<file path="src/rtl/pp_capture_pkg.sv">
package pp_capture_pkg;
  typedef enum logic {
    ST_IDLE  = 1'b0,
    ST_BURST = 1'b1
  } cap_state_e;
endpackage

</file>
<file path="src/rtl/pp_burst_ctrl.sv">
module pp_burst_ctrl
  import pp_capture_pkg::*;
(
  input  logic clk_i,
  input  logic rst_ni,
  input  logic line_avail_i,
  input  logic line_end_i,
  output logic burst_o
);
  cap_state_e state_q, state_d;

  // The idle state is held for at least one cycle after each burst, so the
  // flag is re-read only once the FIFO level has settled.
  always_comb begin
    state_d = state_q;
    unique case (state_q)
      ST_IDLE:  if (line_avail_i) state_d = ST_BURST;
      ST_BURST: if (line_end_i)   state_d = ST_IDLE;
      default:  state_d = ST_IDLE;
    endcase
  end

  always_ff @(posedge clk_i or negedge rst_ni) begin
    if (!rst_ni) state_q <= ST_IDLE;
    else         state_q <= state_d;
  end

  assign burst_o = (state_q == ST_BURST);
endmodule

</file>
<file path="src/rtl/pp_addr_gen.sv">
module pp_addr_gen #(
  parameter int LINE_LEN  = 512,
  parameter int NUM_LINES = 512,
  localparam int LINE_CW  = (LINE_LEN  > 1) ? $clog2(LINE_LEN)  : 1,
  localparam int FRAME_CW = (NUM_LINES > 1) ? $clog2(NUM_LINES) : 1
) (
  input  logic                clk_i,
  input  logic                rst_ni,
  input  logic                step_i,
  output logic [LINE_CW-1:0]  pix_idx_o,
  output logic [FRAME_CW-1:0] line_idx_o,
  output logic                cap_bank_o,
  output logic                line_end_o,
  output logic                frame_end_o
);
  localparam logic [LINE_CW-1:0]  PIX_MAX  = LINE_CW'(LINE_LEN - 1);
  localparam logic [FRAME_CW-1:0] LINE_MAX = FRAME_CW'(NUM_LINES - 1);

  logic [LINE_CW-1:0]  pix_q;
  logic [FRAME_CW-1:0] line_q;
  logic                bank_q;
  logic                pix_last, line_last;

  assign pix_last  = (pix_q == PIX_MAX);
  assign line_last = (line_q == LINE_MAX);

  always_ff @(posedge clk_i or negedge rst_ni) begin
    if (!rst_ni) begin
      pix_q  <= '0;
      line_q <= '0;
      bank_q <= 1'b0;
    end else if (step_i) begin
      if (!pix_last) begin
        pix_q <= pix_q + 1'b1;
      end else begin
        pix_q <= '0;
        if (!line_last) begin
          line_q <= line_q + 1'b1;
        end else begin
          line_q <= '0;
          bank_q <= ~bank_q;
        end
      end
    end
  end

  assign pix_idx_o   = pix_q;
  assign line_idx_o  = line_q;
  assign cap_bank_o  = bank_q;
  assign line_end_o  = step_i && pix_last;
  assign frame_end_o = step_i && pix_last && line_last;
endmodule

</file>
<file path="src/rtl/pp_capture.sv">
module pp_capture #(
  parameter int PIX_W     = 8,
  parameter int LINE_LEN  = 512,
  parameter int NUM_LINES = 512,
  localparam int LINE_CW  = (LINE_LEN  > 1) ? $clog2(LINE_LEN)  : 1,
  localparam int FRAME_CW = (NUM_LINES > 1) ? $clog2(NUM_LINES) : 1,
  localparam int ADDR_W   = 1 + FRAME_CW + LINE_CW
) (
  input  logic              clk_i,
  input  logic              rst_ni,
  input  logic              line_avail_i,
  input  logic [PIX_W-1:0]  fifo_data_i,
  output logic              fifo_rd_o,
  output logic              mem_we_o,
  output logic [ADDR_W-1:0] mem_addr_o,
  output logic [PIX_W-1:0]  mem_data_o,
  output logic              rd_bank_o,
  output logic              frame_ready_o
);
  logic                burst;
  logic                line_end, frame_end;
  logic [LINE_CW-1:0]  pix_idx;
  logic [FRAME_CW-1:0] line_idx;
  logic                cap_bank;
  logic                ready_q;

  pp_burst_ctrl i_ctrl (
    .clk_i        (clk_i),
    .rst_ni       (rst_ni),
    .line_avail_i (line_avail_i),
    .line_end_i   (line_end),
    .burst_o      (burst)
  );

  pp_addr_gen #(
    .LINE_LEN  (LINE_LEN),
    .NUM_LINES (NUM_LINES)
  ) i_addr (
    .clk_i       (clk_i),
    .rst_ni      (rst_ni),
    .step_i      (burst),
    .pix_idx_o   (pix_idx),
    .line_idx_o  (line_idx),
    .cap_bank_o  (cap_bank),
    .line_end_o  (line_end),
    .frame_end_o (frame_end)
  );

  always_ff @(posedge clk_i or negedge rst_ni) begin
    if (!rst_ni) ready_q <= 1'b0;
    else         ready_q <= frame_end;
  end

  // Show-ahead FIFO: the head word is written in the same cycle it is popped.
  assign fifo_rd_o     = burst;
  assign mem_we_o      = burst;
  assign mem_data_o    = fifo_data_i;
  assign mem_addr_o    = {cap_bank, line_idx, pix_idx};
  assign rd_bank_o     = ~cap_bank;
  assign frame_ready_o = ready_q;
endmodule

</file>
<file path="config.mk">
export PLATFORM = sky130hd
export DESIGN_NAME = pp_capture
export DESIGN_NICKNAME = d
export VERILOG_FILES = /design/src/rtl/pp_capture_pkg.sv /design/src/rtl/pp_burst_ctrl.sv /design/src/rtl/pp_addr_gen.sv /design/src/rtl/pp_capture.sv
export SDC_FILE = /design/constraint.sdc
export NUM_CORES = 1
export LEC_CHECK = 0
export BUFFER_PORTS_ARGS = -buffer_cell sky130_fd_sc_hd__buf_4
export CAP_MARGIN = 15
export CORE_MARGIN = 2
export CORE_UTILIZATION = 51
export CTS_BUF_LIST = sky130_fd_sc_hd__clkbuf_4
export DETAILED_ROUTE_END_ITERATION = 10
export PLACE_DENSITY = 0.79
export SLEW_MARGIN = 20
export SYNTH_ARGS = -nofsm -noshare
export SYNTH_HDL_FRONTEND = slang
export SYNTH_SLANG_ARGS = --single-unit
export TNS_END_PERCENT = 20
</file>
<file path="constraint.sdc">
create_clock -name clk_i -period 2.25 [get_ports clk_i]
set_input_delay 0.3375 -clock clk_i [delete_from_list [all_inputs] [get_ports clk_i]]
set_output_delay 0.3375 -clock clk_i [all_outputs]
set_load 0.02 [all_outputs]
</file>
# Word-level counts from Yosys, hierarchy flattened
# Cells that the tools add are included.
# Widths: inputs -> output; s select.
[word_totals] ff_bits=21 latch_bits=0 ramBits=0 romBits=0 output_inout_bits=31 memories=0
[op_classes] addsub=2 mul=0 div_mod_pow=0 order_cmp=0 n_eq_ne=2 shift=0 mux=5 bitwise=2 reduce_logical=4
[op_table] cell="$add 9x1->9 const B" count=2
[op_table] cell="$eq 9x9->1 const B" count=2
[op_table] cell="$mux 9" count=2
[op_table] cell="$reduce_and 3->1" count=1
[op_table] cell="$logic_and 1x1->1" count=2
[op_table] cell="$mux 1" count=2
[op_table] cell="$not 1->1" count=2
[op_table] cell="$pmux 1 s2" count=1
[op_table] cell="$reduce_and 2->1" count=1

# Logic depth before layout (Yosys ltp)
[logic_depth] depth_word=4 ltp_mapped=9 depth_no_buf=7

# Hierarchy
# A second synthesis with hierarchy kept.
[unflattened] cells_unflattened=121 area_unflattened_um2=1162.4
[by_module_without_submodules] module="pp_addr_gen" instances=1 cells_per_inst=106 area_each_um2=1019.7 seq_area_each_um2=475.5
[by_module_without_submodules] module="pp_capture" instances=1 cells_per_inst=12 area_each_um2=103.8 seq_area_each_um2=25.0
[by_module_without_submodules] module="pp_burst_ctrl" instances=1 cells_per_inst=3 area_each_um2=38.8 seq_area_each_um2=25.0

# Least setup slack after synthesis
# OpenSTA, ideal clock, no wires.
[synth_path] path_type="register to register" startpoint="register i_addr.pix_q[0], in the netlist i_addr.pix_idx_o[0]" endpoint="register i_addr.line_q[0], in the netlist i_addr.line_idx_o[0]" arrival_ns=1.959 required_ns=2.125 setup_slack_ns=0.167 stages_incl_launch_ff=9 period_less_slack_ns=2.083 cell_sequence="dfrtp_1 -> ha_1 -> nand4_1 -> nor2_1 -> ha_1 -> buf_2 -> and2_1 -> clkbuf_1 -> mux2_2"
[synth_between] elab_chain_cells=2
[synth_lines] element="start, declared" line="pp_addr_gen.sv:19" rtl="logic [LINE_CW-1:0] pix_q;"
[synth_lines] element="start signal, assigned" line="pp_addr_gen.sv:34" rtl="pix_q <= pix_q + 1'b1;"
[synth_lines] element="$eq 9x9->1" line="pp_addr_gen.sv:24" rtl="assign pix_last = (pix_q == PIX_MAX);"
[synth_lines] element="$reduce_and 2->1 (no line)"
[synth_lines] element="end signal, assigned" line="pp_addr_gen.sv:38" rtl="line_q <= line_q + 1'b1;"
[synth_lines] element="end, declared" line="pp_addr_gen.sv:20" rtl="logic [FRAME_CW-1:0] line_q;"
# Every way passes these cells.
# A chain may end at the register's enable or synchronous reset.

# Final worst setup path
[layout_path] startpoint="register i_addr.pix_q[0], in the netlist i_addr.pix_idx_o[0]" endpoint="register i_addr.line_q[7], in the netlist i_addr.line_idx_o[7]"
# The elaborated chain is that of the path after synthesis.

==> metrics.md <==
| Metric | Value |
|---|---|
| Outcome | finished, final reports clean |
| Routed WL | about 2300 um |
| Ant diodes | 0 |
| Final-layout fill cell count | approximately 200 |
| Final HPWL DP | approximately 1700 um |
| WS Path Type | flop to flop |
| Min Tclk post-route | 2040 ps |
| Max clock buf depth | 2 |
| Unique masters post-synth | 31 |
| LEAKAGE | 0.676 nW |
| DR vias/cell | 5.66 |
| Area grow syn2layout | 16.4% |
| Measured slew at the worst slew-check pin | 566 ps |
| Die W | around 52 um |
| PnR Total Power | 577 uW |
| Ys flop type | dfrtp_1 |
| Via count | 940 |
| 1st-iter DRT viols | 18 |
| Global placer's final weighted congestion | 0.834 |
| Wire per inst | 13.9 um |
| First-pass GRT wire length | 3970 um |
| Worst EP required | 2470 ps |
| Post-synth top cells | dfrtp_1 (21), buf_4 (10), nand2_1 (9), o21ai_0 (9), nand3_1 (8) |
| Setup TNS | 0 ps |
| Worst-path clk slew | 110 ps |
| Critical path launch point type | flop |
| Root Buffer | clkbuf_4 |
| Row Count | 17 |
| Layout cells sized above 1 | 0.319 |
| # setup viols final | 0 |
| Worst hold margin | 243 ps |
| Biggest area consumer among synthesized cells | dfrtp_1 |
| Max-slew violations | 0 |
| CTS tree | built |
| Part of the cycle the worst path needs | 0.905 |
| Vias in the first global route | between 900 and 1000 |
| Syn Nets | 136 |
| Setup Skew | ~5.2 ps |
| Max cap viols | 0 |
| Final Hold Fails | 0 |
| Placeable Area | 2210 um2 |
| Grt ovf | 0 |
| Count leader, synth | dfrtp_1 |
| CP Capture Type | flop |
| Maximum vdd drop | 0.000256 V |
| Largest net degree at the start of global routing | 22 |
| Syn Inst Count | around 120 |
| NumNets Final | 156 |
| DRC Markers | 0 |
| Area contributors post-synth | dfrtp_1 (44%), buf_4 (6.3%), ha_1 (6.3%) |
| GRT Util Overall | 0.188 |
| Die Height | 52.3 um |
| Asr flop ratio synth | 1.00 |
| Worst Hold Class | primary input to flop |
| Ys Warns | 0 |
| Cells after DPL | 160 |
| Avg Cell Area, Syn | about 10 um2 |
| Boundary pin count | 42 |
| Count of input and output buffers | 25 |
| Post-Layout Cell Count | 166 |
| H-tree Lvls | 1 |
| Crit Path Max Fanout | 6 |
| Number of antenna violations at the first check in global routing | 0 |
| Power density over the cells | 417 nW/um2 |
| Die footprint | 2740 um2 |
| Max Fclk | 491 MHz |
| CTS Sinks | 21 |
| Max-slew headroom | 0.622 |
| Number of synthesized flops with an enable pin | 0 |
| Detailed Routing Iterations Pass 1 | 4 |
| Inserted Clock Buffers | 3 |
| ANT nets after route | 0 |
| Critical path data arrival time | 2260 ps |
| Starting density of the core | 0.538 |
| Post-Syn Area | 1190 um2 |
| Yosys top cell area share | 0.442 |
| RSZ-0062 raised after global routing | false |
| Worst skew pair latency | between 200 and 300 ps |
| Yosys reg bits | 21 |
| Register area share after synthesis | 0.442 |
## worst max-delay path, stage by stage (launching register included)
cell and delay, ps:
dfrtp_2 430, ha_1 220, nand4_1 130, nor2_1 160, ha_2 250, nand4_2 160
or4_1 460, a22oi_2 160
## worst paths after layout
kind | start | end | slack [ps] | cells after the start
setup / recovery | i_addr.pix_idx_o[0] | i_addr.line_idx_o[7] | 210 | 7
hold / removal | line_avail_i | i_ctrl.burst_o | 240 | 3
setup reg to reg | i_addr.pix_idx_o[0] | i_addr.line_idx_o[7] | 210 | 7
hold reg to reg | i_addr.cap_bank_o | i_addr.cap_bank_o | 510 | 1
max in group asynchronous | rst_ni | i_addr.pix_idx_o[0] | 1570 | 2
min in group asynchronous | rst_ni | i_addr.pix_idx_o[5] | 450 | 2
## area by class of cell
cell class / instances / area, um2 / share of cell area
Clock buffer: 4 / 30.0 / 0.0217
Sequential cell: 21 / 527 / 0.380
Multi-Input combinational cell: 80 / 558 / 0.403
Timing Repair Buffer: 29 / 220 / 0.159
Inverter: 4 / 15.0 / 0.0108
Tap cell: 28 / 35.0 / 0.0253
## registers in the layout, summed over array words and instances, names as in the netlist
register,count
frame_ready_o,1
i_addr.cap_bank_o,1
i_addr.line_idx_o,9
i_addr.pix_idx_o,9
i_ctrl.burst_o,1
## cells by family (layout without fill, tap and decap cells)
logic type                 after synthesis  after routing  share of synthesized area
muxes                                    8              8                     0.0736
xor gates and xnor gates                 1              1                    0.00736
AOI/OAI and AO/OA                       22             22                      0.115
and+or+nand+nor                         43             43                      0.208
buffers and inverters                   18             37                     0.0915
DFF                                     21             21                      0.442
adders and majority gates                6              6                     0.0631
## where the power goes
group	internal, mW	switching [mW]	leakage (nW)
clock	0.0810	0.108	0.0184
sequential	0.377	0	0.273
combinational	0.00339	0.00772	0.384
## metrics by stage
step                      utilization  setup WS (ps)  cell area (um2)
after floorplan                     -            167             1190
after global placement          0.603            328             1330
after detailed placement        0.603            219             1330
after CTS                       0.621            158             1370
after global routing            0.626           18.4             1390
final                           0.626            213             1390
## cells in the final DEF, fill, tap and decap left out
master         count
o21ai_0            9
dfrtp_2            1
a31oi_1            1
a22oi_2            1
dfrtp_1           20
inv_1              4
clkbuf_4           4
and3_1             1
a21oi_1            5
nor3b_1            1
nand3_1            8
ha_1               5
nand3b_1           3
or3_1              2
a21boi_0           1
or2_2              1
mux2i_1            2
nand2b_1           2
nand4_2            2
dlygate4sd3_1      1
nand4_1            2
nand2_1            9
and2_1             1
buf_4             28
or4_1              3
nor2b_1            2
ha_2               1
o31ai_1            3
and4_1             1
nor2_1             5
xnor2_1            1
mux2_2             6
o2bb2ai_1          2
## layer usage
layer | part of all wire | GRT usage
met4 | 0.012 | 0.0598
met2 | 0.46 | 0.302
met1 | 0.47 | 0.257
met3 | 0.059 | 0.0343
met5 | 0 | 0
## timing repair
action | 4_1_cts | 5_1_grt
buffers inserted | 0 | 1
hold buffers | 1 | 0
endpoints found under the setup margin | 0 | 2
endpoints found under the hold margin | 21 | 0
gates resized for setup | 0 | 2
No activity file was read; power rests on OpenSTA's default activity.
